<file path="src/rtl/vsm_pkg.sv">
package vsm_pkg;

    localparam int VA_W = 32;
    localparam logic [VA_W-1:0] KS0_BASE = 32'h8000_0000;
    localparam logic [VA_W-1:0] KS1_BASE = 32'hA000_0000;

    typedef enum logic [1:0] {
        SEG_LOW  = 2'd0,
        SEG_KS0  = 2'd1,
        SEG_KS1  = 2'd2,
        SEG_HIGH = 2'd3
    } seg_e;

    typedef enum logic [4:0] {
        EXC_NONE = 5'd0,
        EXC_MOD  = 5'd1,
        EXC_TLBL = 5'd2,
        EXC_TLBS = 5'd3,
        EXC_ADEL = 5'd4,
        EXC_ADES = 5'd5
    } exc_e;

    typedef struct packed {
        logic            ok;
        logic            fault;
        exc_e            code;
        logic            refill;
        logic [VA_W-1:0] paddr;
    } xlat_res_t;

    function automatic seg_e seg_of(input logic [VA_W-1:0] va);
        if (!va[31])         return SEG_LOW;
        else if (!va[30])    return va[29] ? SEG_KS1 : SEG_KS0;
        else                 return SEG_HIGH;
    endfunction

    function automatic exc_e tlb_code(input logic store);
        return store ? EXC_TLBS : EXC_TLBL;
    endfunction

endpackage

</file>
<file path="src/rtl/vsm_seg_decode.sv">
module vsm_seg_decode
    import vsm_pkg::*;
(
    input  logic            valid,
    input  logic [VA_W-1:0] vaddr,
    input  logic            user,
    input  logic            erl,
    output logic            addr_err,
    output logic            mapped,
    output logic            direct,
    output logic [VA_W-1:0] direct_paddr
);
    seg_e seg;

    always_comb begin
        seg          = seg_of(vaddr);
        addr_err     = 1'b0;
        mapped       = 1'b0;
        direct       = 1'b0;
        direct_paddr = '0;
        if (valid) begin
            if (user && vaddr[31]) begin
                addr_err = 1'b1;
            end else begin
                unique case (seg)
                    SEG_LOW: begin
                        if (erl) begin
                            direct       = 1'b1;
                            direct_paddr = vaddr;
                        end else begin
                            mapped = 1'b1;
                        end
                    end
                    SEG_KS0: begin
                        direct       = 1'b1;
                        direct_paddr = vaddr - KS0_BASE;
                    end
                    SEG_KS1: begin
                        direct       = 1'b1;
                        direct_paddr = vaddr - KS1_BASE;
                    end
                    default: mapped = 1'b1;
                endcase
            end
        end
    end
endmodule

</file>
<file path="src/rtl/vsm_tlb_judge.sv">
module vsm_tlb_judge
    import vsm_pkg::*;
(
    input  logic            lookup,
    input  logic            store,
    input  logic            hit,
    input  logic            page_valid,
    input  logic            page_dirty,
    input  logic [VA_W-1:0] page_paddr,
    output xlat_res_t       res
);
    always_comb begin
        res = '{ok: 1'b0, fault: 1'b0, code: EXC_NONE, refill: 1'b0, paddr: '0};
        if (lookup) begin
            if (!hit) begin
                res.fault  = 1'b1;
                res.code   = tlb_code(store);
                res.refill = 1'b1;
            end else if (!page_valid) begin
                res.fault = 1'b1;
                res.code  = tlb_code(store);
            end else if (store && !page_dirty) begin
                res.fault = 1'b1;
                res.code  = EXC_MOD;
            end else begin
                res.ok    = 1'b1;
                res.paddr = page_paddr;
            end
        end
    end
endmodule

</file>
<file path="src/rtl/vsm_fault_regs.sv">
module vsm_fault_regs
    import vsm_pkg::*;
#(
    parameter int                 PAGE_BITS    = 12,
    parameter int                 ASID_W       = 8,
    parameter logic [ASID_W-1:0]  ASID_RST     = '0,
    parameter logic [8:0]         CTX_BASE_RST = '0
) (
    input  logic            clk,
    input  logic            rst,
    input  logic            capture,
    input  logic [VA_W-1:0] vaddr,
    output logic [VA_W-1:0] bad_q,
    output logic [VA_W-1:0] ctx_q,
    output logic [VA_W-1:0] ehi_q
);
    localparam int              PAIR_SHIFT = PAGE_BITS + 1;
    localparam logic [VA_W-1:0] VPN2_MASK  = ~((32'd1 << PAIR_SHIFT) - 32'd1);
    localparam logic [VA_W-1:0] ASID_MASK  = (32'd1 << ASID_W) - 32'd1;

    always_ff @(posedge clk) begin
        if (rst) begin
            bad_q <= '0;
            ctx_q <= {CTX_BASE_RST, 23'b0};
            ehi_q <= VA_W'(ASID_RST);
        end else if (capture) begin
            bad_q <= vaddr;
            ctx_q <= {ctx_q[31:23], vaddr[31:13], 4'b0000};
            ehi_q <= (vaddr & VPN2_MASK) | (ehi_q & ASID_MASK);
        end
    end

    a_r10_badva_load: assert property (@(posedge clk) disable iff (rst)
        capture |=> bad_q == $past(vaddr));

    a_r11_ctx_base_kept: assert property (@(posedge clk) disable iff (rst)
        $stable(ctx_q[31:23]));

    a_r12_asid_kept: assert property (@(posedge clk) disable iff (rst)
        $stable(ehi_q[ASID_W-1:0]));

    a_r13_hold_idle: assert property (@(posedge clk) disable iff (rst)
        !capture |=> $stable(bad_q) && $stable(ctx_q) && $stable(ehi_q));
endmodule

</file>
<file path="src/rtl/vseg_mapper.sv">
module vseg_mapper
    import vsm_pkg::*;
#(
    parameter int                PAGE_BITS    = 12,
    parameter int                ASID_W       = 8,
    parameter logic [ASID_W-1:0] ASID_RST     = '0,
    parameter logic [8:0]        CTX_BASE_RST = '0
) (
    input  logic        clk,
    input  logic        rst,
    input  logic        req_valid,
    input  logic [31:0] req_vaddr,
    input  logic        req_store,
    input  logic        mode_user,
    input  logic        err_level,
    output logic        tlb_req,
    output logic [31:0] tlb_vaddr,
    input  logic        tlb_match,
    input  logic        tlb_valid,
    input  logic        tlb_dirty,
    input  logic [31:0] tlb_paddr,
    output logic        xlat_ok,
    output logic [31:0] xlat_paddr,
    output logic        fault,
    output logic [4:0]  fault_code,
    output logic        fault_refill,
    output logic [31:0] bad_vaddr,
    output logic [31:0] ctx_reg,
    output logic [31:0] entry_hi
);
    logic            addr_err, mapped, direct;
    logic [VA_W-1:0] direct_paddr;
    xlat_res_t       tlb_res, res;

    vsm_seg_decode u_seg (
        .valid        (req_valid),
        .vaddr        (req_vaddr),
        .user         (mode_user),
        .erl          (err_level),
        .addr_err     (addr_err),
        .mapped       (mapped),
        .direct       (direct),
        .direct_paddr (direct_paddr)
    );

    vsm_tlb_judge u_judge (
        .lookup     (mapped),
        .store      (req_store),
        .hit        (tlb_match),
        .page_valid (tlb_valid),
        .page_dirty (tlb_dirty),
        .page_paddr (tlb_paddr),
        .res        (tlb_res)
    );

    always_comb begin
        res = '{ok: 1'b0, fault: 1'b0, code: EXC_NONE, refill: 1'b0, paddr: '0};
        if (addr_err) begin
            res.fault = 1'b1;
            res.code  = req_store ? EXC_ADES : EXC_ADEL;
        end else if (mapped) begin
            res = tlb_res;
        end else if (direct) begin
            res.ok    = 1'b1;
            res.paddr = direct_paddr;
        end
    end

    assign tlb_req      = mapped;
    assign tlb_vaddr    = req_vaddr;
    assign xlat_ok      = res.ok;
    assign xlat_paddr   = res.paddr;
    assign fault        = res.fault;
    assign fault_code   = res.code;
    assign fault_refill = res.refill;

    vsm_fault_regs #(
        .PAGE_BITS    (PAGE_BITS),
        .ASID_W       (ASID_W),
        .ASID_RST     (ASID_RST),
        .CTX_BASE_RST (CTX_BASE_RST)
    ) u_regs (
        .clk     (clk),
        .rst     (rst),
        .capture (res.fault),
        .vaddr   (req_vaddr),
        .bad_q   (bad_vaddr),
        .ctx_q   (ctx_reg),
        .ehi_q   (entry_hi)
    );

    a_r2_user_high_rejected: assert property (@(posedge clk) disable iff (rst)
        (req_valid && mode_user && req_vaddr[31]) |->
            (!tlb_req && fault && !fault_refill &&
             (fault_code == EXC_ADEL || fault_code == EXC_ADES)));

    a_r7_refill_is_tlb_code: assert property (@(posedge clk) disable iff (rst)
        fault_refill |-> (fault && (fault_code == EXC_TLBL || fault_code == EXC_TLBS)));

    a_r9_mod_only_store: assert property (@(posedge clk) disable iff (rst)
        (fault && fault_code == EXC_MOD) |-> (req_store && tlb_req && tlb_match));

    a_r13_ok_fault_exclusive: assert property (@(posedge clk) disable iff (rst)
        !(fault && xlat_ok));

    a_r1_idle_quiet: assert property (@(posedge clk) disable iff (rst)
        !req_valid |-> (!fault && !xlat_ok && !tlb_req));
endmodule

</file>
<file path="config.mk">
export PLATFORM = sky130hd
export DESIGN_NAME = vseg_mapper
export DESIGN_NICKNAME = d
export VERILOG_FILES = /design/src/rtl/vsm_pkg.sv /design/src/rtl/vsm_seg_decode.sv /design/src/rtl/vsm_tlb_judge.sv /design/src/rtl/vsm_fault_regs.sv /design/src/rtl/vseg_mapper.sv
export SDC_FILE = /design/constraint.sdc
export NUM_CORES = 1
export LEC_CHECK = 0
export ABC_AREA = 1
export BUFFER_PORTS_ARGS = -buffer_cell sky130_fd_sc_hd__buf_2
export CAP_MARGIN = 20
export CORE_ASPECT_RATIO = 1.2
export CORE_MARGIN = 5
export CORE_UTILIZATION = 44
export DETAILED_ROUTE_END_ITERATION = 8
export PLACE_DENSITY = 0.95
export SLEW_MARGIN = 20
export SYNTH_ARGS = -nofsm -noshare
export SYNTH_HDL_FRONTEND = slang
export SYNTH_SLANG_ARGS = --single-unit
</file>
<file path="constraint.sdc">
create_clock -name clk -period 11.43 [get_ports clk]
set_input_delay 3.429 -clock clk [delete_from_list [all_inputs] [get_ports clk]]
set_output_delay 3.429 -clock clk [all_outputs]
set_load 0.03 [all_outputs]
</file>
Word-level counts from Yosys, hierarchy flattened. Index checks and enable logic that the tools add are counted. Widths: inputs -> output; s select.

Register bits after elaboration: 83. Bits of input ports: 73. Output and inout bits: 169. Logic and storage cells: 50.

Add/subtract/negate cells: 2. Equality and inequality tests: 2. Muxes and demuxes: 37. Bitwise logic cells: 1. Reductions and logical operators: 5.

Operators with widths (count): $mux 32 (8); $pmux 32 s3 (1); $sub 32x32->32 const B (2); $mux 33 (1); $or 32x8->32 (1); $mux 6 (4); $mux 1 (17); $mux 7 (1); $mux 2 (3); $pmux 1 s2 (2); $eq 2x1->1 const B (1); $eq 2x2->1 const B (1); $logic_and 1x1->1 (2); $logic_not 2->1 (1); $reduce_or 2->1 (1); $logic_not 1->1 (1).

Logic depth before layout (Yosys ltp).
Depth in word-level cells: 11. Mapped depth: 14. Gate-level depth less buffers: 12.

By module. From an unflattened synthesis, not the netlist that was laid out.

Cells, all modules: 617. Area, all modules: 3580.9 µm².

Modules (own cells, without submodules): vsm_fault_regs (times used 1, cells each 268, area an instance 1823.0 µm², seq. area each 640.6 µm²); vseg_mapper (times used 1, cells each 162, area an instance 890.9 µm², seq. area each 0.0 µm²); vsm_seg_decode (times used 1, cells each 104, area an instance 480.5 µm², seq. area each 0.0 µm²); vsm_tlb_judge (times used 1, cells each 83, area an instance 386.6 µm², seq. area each 0.0 µm²).

Worst setup path before layout. Ideal clock, no wire load.

Path kind: in2out. From: input port req_vaddr[29]. To: output port fault_code[0]. Data arrival time: 5.562 ns. Data required time: 8.001 ns. Setup slack: 2.439 ns. Cell stages on the path: 12. Path buffers: 1. Cells stage by stage: inv_1 -> ha_1 -> nor2_1 -> inv_1 -> ha_1 -> nor2_1 -> nor2_2 -> nand2_2 -> buf_6 -> inv_1 -> nand2_1 -> a21boi_0.

Cells in the longest elaborated chain, start to end: 10. Elaborated cells between the ends (all ways): 12. Those cells by class: eq/ne: 2; mux: 8; reduce/logical: 2.

RTL lines: start: declaration (RTL line vseg_mapper.sv:12) `input logic [31:0] req_vaddr,`; $mux 2 * (2 in a row) (RTL line vsm_pkg.sv:33) `else if (!va[30]) return va[29] ? SEG_KS1 : SEG_KS0;`; $mux 2 * (RTL line vsm_pkg.sv:32) `if (!va[31]) return SEG_LOW;`; $eq 2x1->1 or $eq 2x2->1 (tied branches) (RTL line vsm_seg_decode.sv:25) `unique case (seg)`; $reduce_or 2->1 (no line); $pmux 1 s2 * (RTL line vsm_seg_decode.sv:25); $mux 1 * (RTL line vsm_seg_decode.sv:22) `if (user && vaddr[31]) begin`; $mux 1 * (RTL line vsm_seg_decode.sv:21) `if (valid) begin`; named net tlb_req (RTL line vseg_mapper.sv:16) `output logic tlb_req,`; $mux 7 * (RTL line vseg_mapper.sv:61) `end else if (mapped) begin`; $mux 6 * (RTL line vseg_mapper.sv:58) `if (addr_err) begin`; end: declaration (RTL line vseg_mapper.sv:25) `output logic [4:0] fault_code,`.

The timed path passes the listed nets; every way through them passes the cells marked *.

Final worst setup path.
From: input port req_vaddr[29]. To: output port xlat_paddr[25].

Cells in the longest elaborated chain, start to end: 11. Elaborated cells between the ends (all ways): 19. Those cells by class: eq/ne: 2; mux: 15; reduce/logical: 2.

RTL lines: $mux 2 * (2 in a row) (RTL line vsm_pkg.sv:33); $mux 2 * (RTL line vsm_pkg.sv:32); $eq 2x1->1 or $eq 2x2->1 (tied branches) (RTL line vsm_seg_decode.sv:25); $reduce_or 2->1 (no line); $pmux 1 s2 (RTL line vsm_seg_decode.sv:25); $mux 1 (RTL line vsm_seg_decode.sv:22); $mux 1 (RTL line vsm_seg_decode.sv:21); $mux 32 (RTL line vseg_mapper.sv:63) `end else if (direct) begin`; $mux 32 * (RTL line vseg_mapper.sv:61); $mux 33 * (RTL line vseg_mapper.sv:58); end: declaration (RTL line vseg_mapper.sv:23) `output logic [31:0] xlat_paddr,`.

Every way passes the cells marked *; elsewhere a longest branch is shown, timed or not.

==> flow_summary.json <==
{
  "seqPwrFrac_pct": 28.9,
  "synth_seq_cells": 32,
  "cpLargestDelayFamily": "simple AND/OR/NAND/NOR gates",
  "area_delta_synth_final_pct": 13.8,
  "worstPathCellList": "buf_2 > inv_1 > ha_1 > nor2_1 > inv_1 > ha_1 > nand2_2 > nand2_1 > o21ai_0 > nand2_1 > o21ai_1 > nor2_1 > buf_2",
  "top_register": "u_regs.bad_q",
  "routed_wl_um": 8710,
  "ant_nets": 0,
  "overflow": 0,
  "hold_violations": 0,
  "slowest_stage": "nand2_1",
  "drc": 0,
  "critical_path_class": "in2out",
  "cts_root_buf": "clkbuf_8",
  "synth_seq_area_share_pct": 20.5,
  "cts_resized": 0,
  "die_h_um": 102,
  "grt.total_usage_pct": 18.0,
  "detailed_place_hpwl_um": 6660,
  "cts.sinks": 32,
  "synth_ff_type": "dfxtp_1",
  "start_util_pct": 45.5,
  "wl_met1_um": 3230,
  "worstReg2RegStart": "u_regs.bad_q[24]",
  "async_flop_share_pct": 0,
  "cp-end-kind": "primary output",
  "period_share_pct": 81.2,
  "crit_required_ns": 8.00,
  "dpl.cell_count": 691,
  "swShare_pct": 49.7,
  "dr.pass1.iters": 6,
  "pin_count": 242,
  "skew_ns": 0,
  "fp.dieW_um": 86.9,
  "initialDrtViolationCount": 140,
  "synth-warning-count": 0,
  "hold_class": "reg2reg",
  "antenna_found_initial": 0,
  "ir_drop_v": 0.0000554,
  "highest_layer": "met4",
  "htree_levels": 2,
  "post-cts-setup-buffers": 0,
  "worstPathArrival_ns": 5.85,
  "grt_pass1_vias": 2829,
  "setup-tns-final_ns": 0,
  "clk_pin_slew_ns": 0.06,
  "worstSetupStartpointType": "primary input",
  "synth_cell_type_count": 24,
  "wl_per_cell_um": 12.5,
  "slew_viol_final": 0,
  "core_um2": 6850,
  "largestRegisters": "u_regs.bad_q (32)",
  "largest_reg_flops": 32,
  "worst_slew_pin_slew_ns": 0.993,
  "final_util_pct": 51.8,
  "cap_violations": 0,
  "nets": 690,
  "finalSetupViolations": 0,
  "rsz0062_at_grt": "no",
  "netlist_area_um2": 3120,
  "via_per_inst": 4.73,
  "portBuffers": 213,
  "wl_met2_um": 4550,
  "netSwitchingPower_mw": 0.228,
  "hp-start": "u_regs.bad_q[10]",
  "gp_congestion": 0.829,
  "combinationalPowerShare_pct": 53.6,
  "vias": 3299,
  "drive_gt1_share_pct": 39.0,
  "cp_max_fo": 31,
  "slew_headroom_pct": 33.8,
  "power.leakage_nw": 2.25,
  "stdcell_count": 698,
  "clockBufferDepth": 2,
  "cpPeakStageDelay_ns": 0.54,
  "grt_first_pass_wirelength_um": 12900,
  "wl_met3_um": 796,
  "powerDensity_nw_per_um2": 129,
  "clock.fmax_ghz": 0.108,
  "grt_max_degree": 68,
  "fp.dieArea_um2": 8880,
  "finalCriticalPeriod_ns": 9.28,
  "avgSynthCellArea_um2": 6.33,
  "status": "finished clean",
  "clock_latency_ns": 0.27,
  "synthCells": 493,
  "synth_edf_count": 0,
  "rows": 33,
  "cts_buffers": 5,
  "power.internal_mw": 0.231,
  "clockPowerShare_pct": 17.5,
  "cts_tree": "built",
  "holdBufCountCts": 0,
  "crit_start": "req_vaddr[29]",
  "diodes": 0,
  "cp_num_buf_inv": 4,
  "hold_slack_ns": 0.540
}
-- per-layer routing --
metal / vias to the layer above / track usage (%)
met5: - / 0
met4: 0 / 6.35
met3: 10 / 3.23
met2: 158 / 33.7
met1: 1477 / 20.2
li1: 1654 / -
-- layout make-up --
class                      instances  area (um^2)
fill                             723         3310
inverter                          44          165
sequential                        32          641
clock buffer                       6         72.6
clock inverter                     1         5.00
tap                               87          109
timing repair buffer             216         1090
multi-input combinational        312         1470
-- synthesized netlist by cell type, types with 2 or more instances --
library cell | number | share of area (%)
inv_1 | 43 | 5.2
buf_1 | 3 | 0.36
a21oi_1 | 33 | 5.3
clkbuf_1 | 11 | 1.3
nand2_2 | 2 | 0.40
o21ai_0 | 45 | 7.2
nor2_1 | 70 | 8.4
nand3_1 | 27 | 4.3
buf_2 | 8 | 1.3
buf_4 | 99 | 24
nand2_1 | 70 | 8.4
dfxtp_1 | 32 | 21
nand3_2 | 8 | 2.6
ha_1 | 6 | 2.4
o21ai_1 | 17 | 2.7
buf_6 | 11 | 4.0
-- power groups by stage --
| stage | Clock, mW | Combinational, mW | Sequential [mW] |
|---|---|---|---|
| 3_3_place_gp | 0 | 0.245 | 0.134 |
| 6_report | 0.0805 | 0.246 | 0.133 |
| 5_1_grt | 0.0899 | 0.267 | 0.134 |
| 2_1_floorplan | 0 | 0.194 | 0.157 |
| 4_1_cts | 0.0849 | 0.248 | 0.133 |
| 3_5_place_dp | 0 | 0.247 | 0.135 |
-- cells by family after synthesis --
| kind of cell | count (synthesis) | synth area share, % |
|---|---|---|
| compound gates | 98 | 16.1 |
| fa+ha+maj | 6 | 2.41 |
| buf+inv | 176 | 36.1 |
| flops | 32 | 20.5 |
| other cells | 1 | 0.120 |
| simple gates | 180 | 24.8 |
-- path summary, 6_finish.rpt --
path | end | slack (ns) | depth (start not counted)
worst max-delay path | xlat_paddr[25] | 2.15 | 13
worst min-delay path | u_regs.bad_q[10] | 0.54 | 4
worst max register to register | u_regs.bad_q[24] | 10.62 | 4
worst min register to register | u_regs.bad_q[10] | 0.54 | 4
-- worst register-to-register path: cells and delay by family (launching register included) --
family / cells / cell delay, ns
buf+inv: 1 / 0.06
flops: 1 / 0.44
simple gates: 3 / 0.25
-- stage by stage --
step / setup slack [ns] / instance area (um^2) / power, mW
after floorplan: 2.44 / 3220 / 0.351
after global placement: 2.16 / 3470 / 0.379
after detailed placement: 2.07 / 3470 / 0.382
after CTS: 2.06 / 3550 / 0.465
after global routing: 1.84 / 3550 / 0.491
final: 2.15 / 3550 / 0.459
-- layout by cell type (no fill, tap or decap), drive strengths merged --
cell,netlist,layout
dfxtp,32,32
o21ai,62,62
buf,121,216
nand3,35,35
or2,1,1
nand2,72,72
a21boi,2,2
conb,1,28
clkbuf,11,6
clkinv,0,1
inv,44,44
ha,6,6
a21oi,33,33
nor2,71,71
nand3b,1,1
o211ai,1,1
Power figures use the tool's default switching activity.
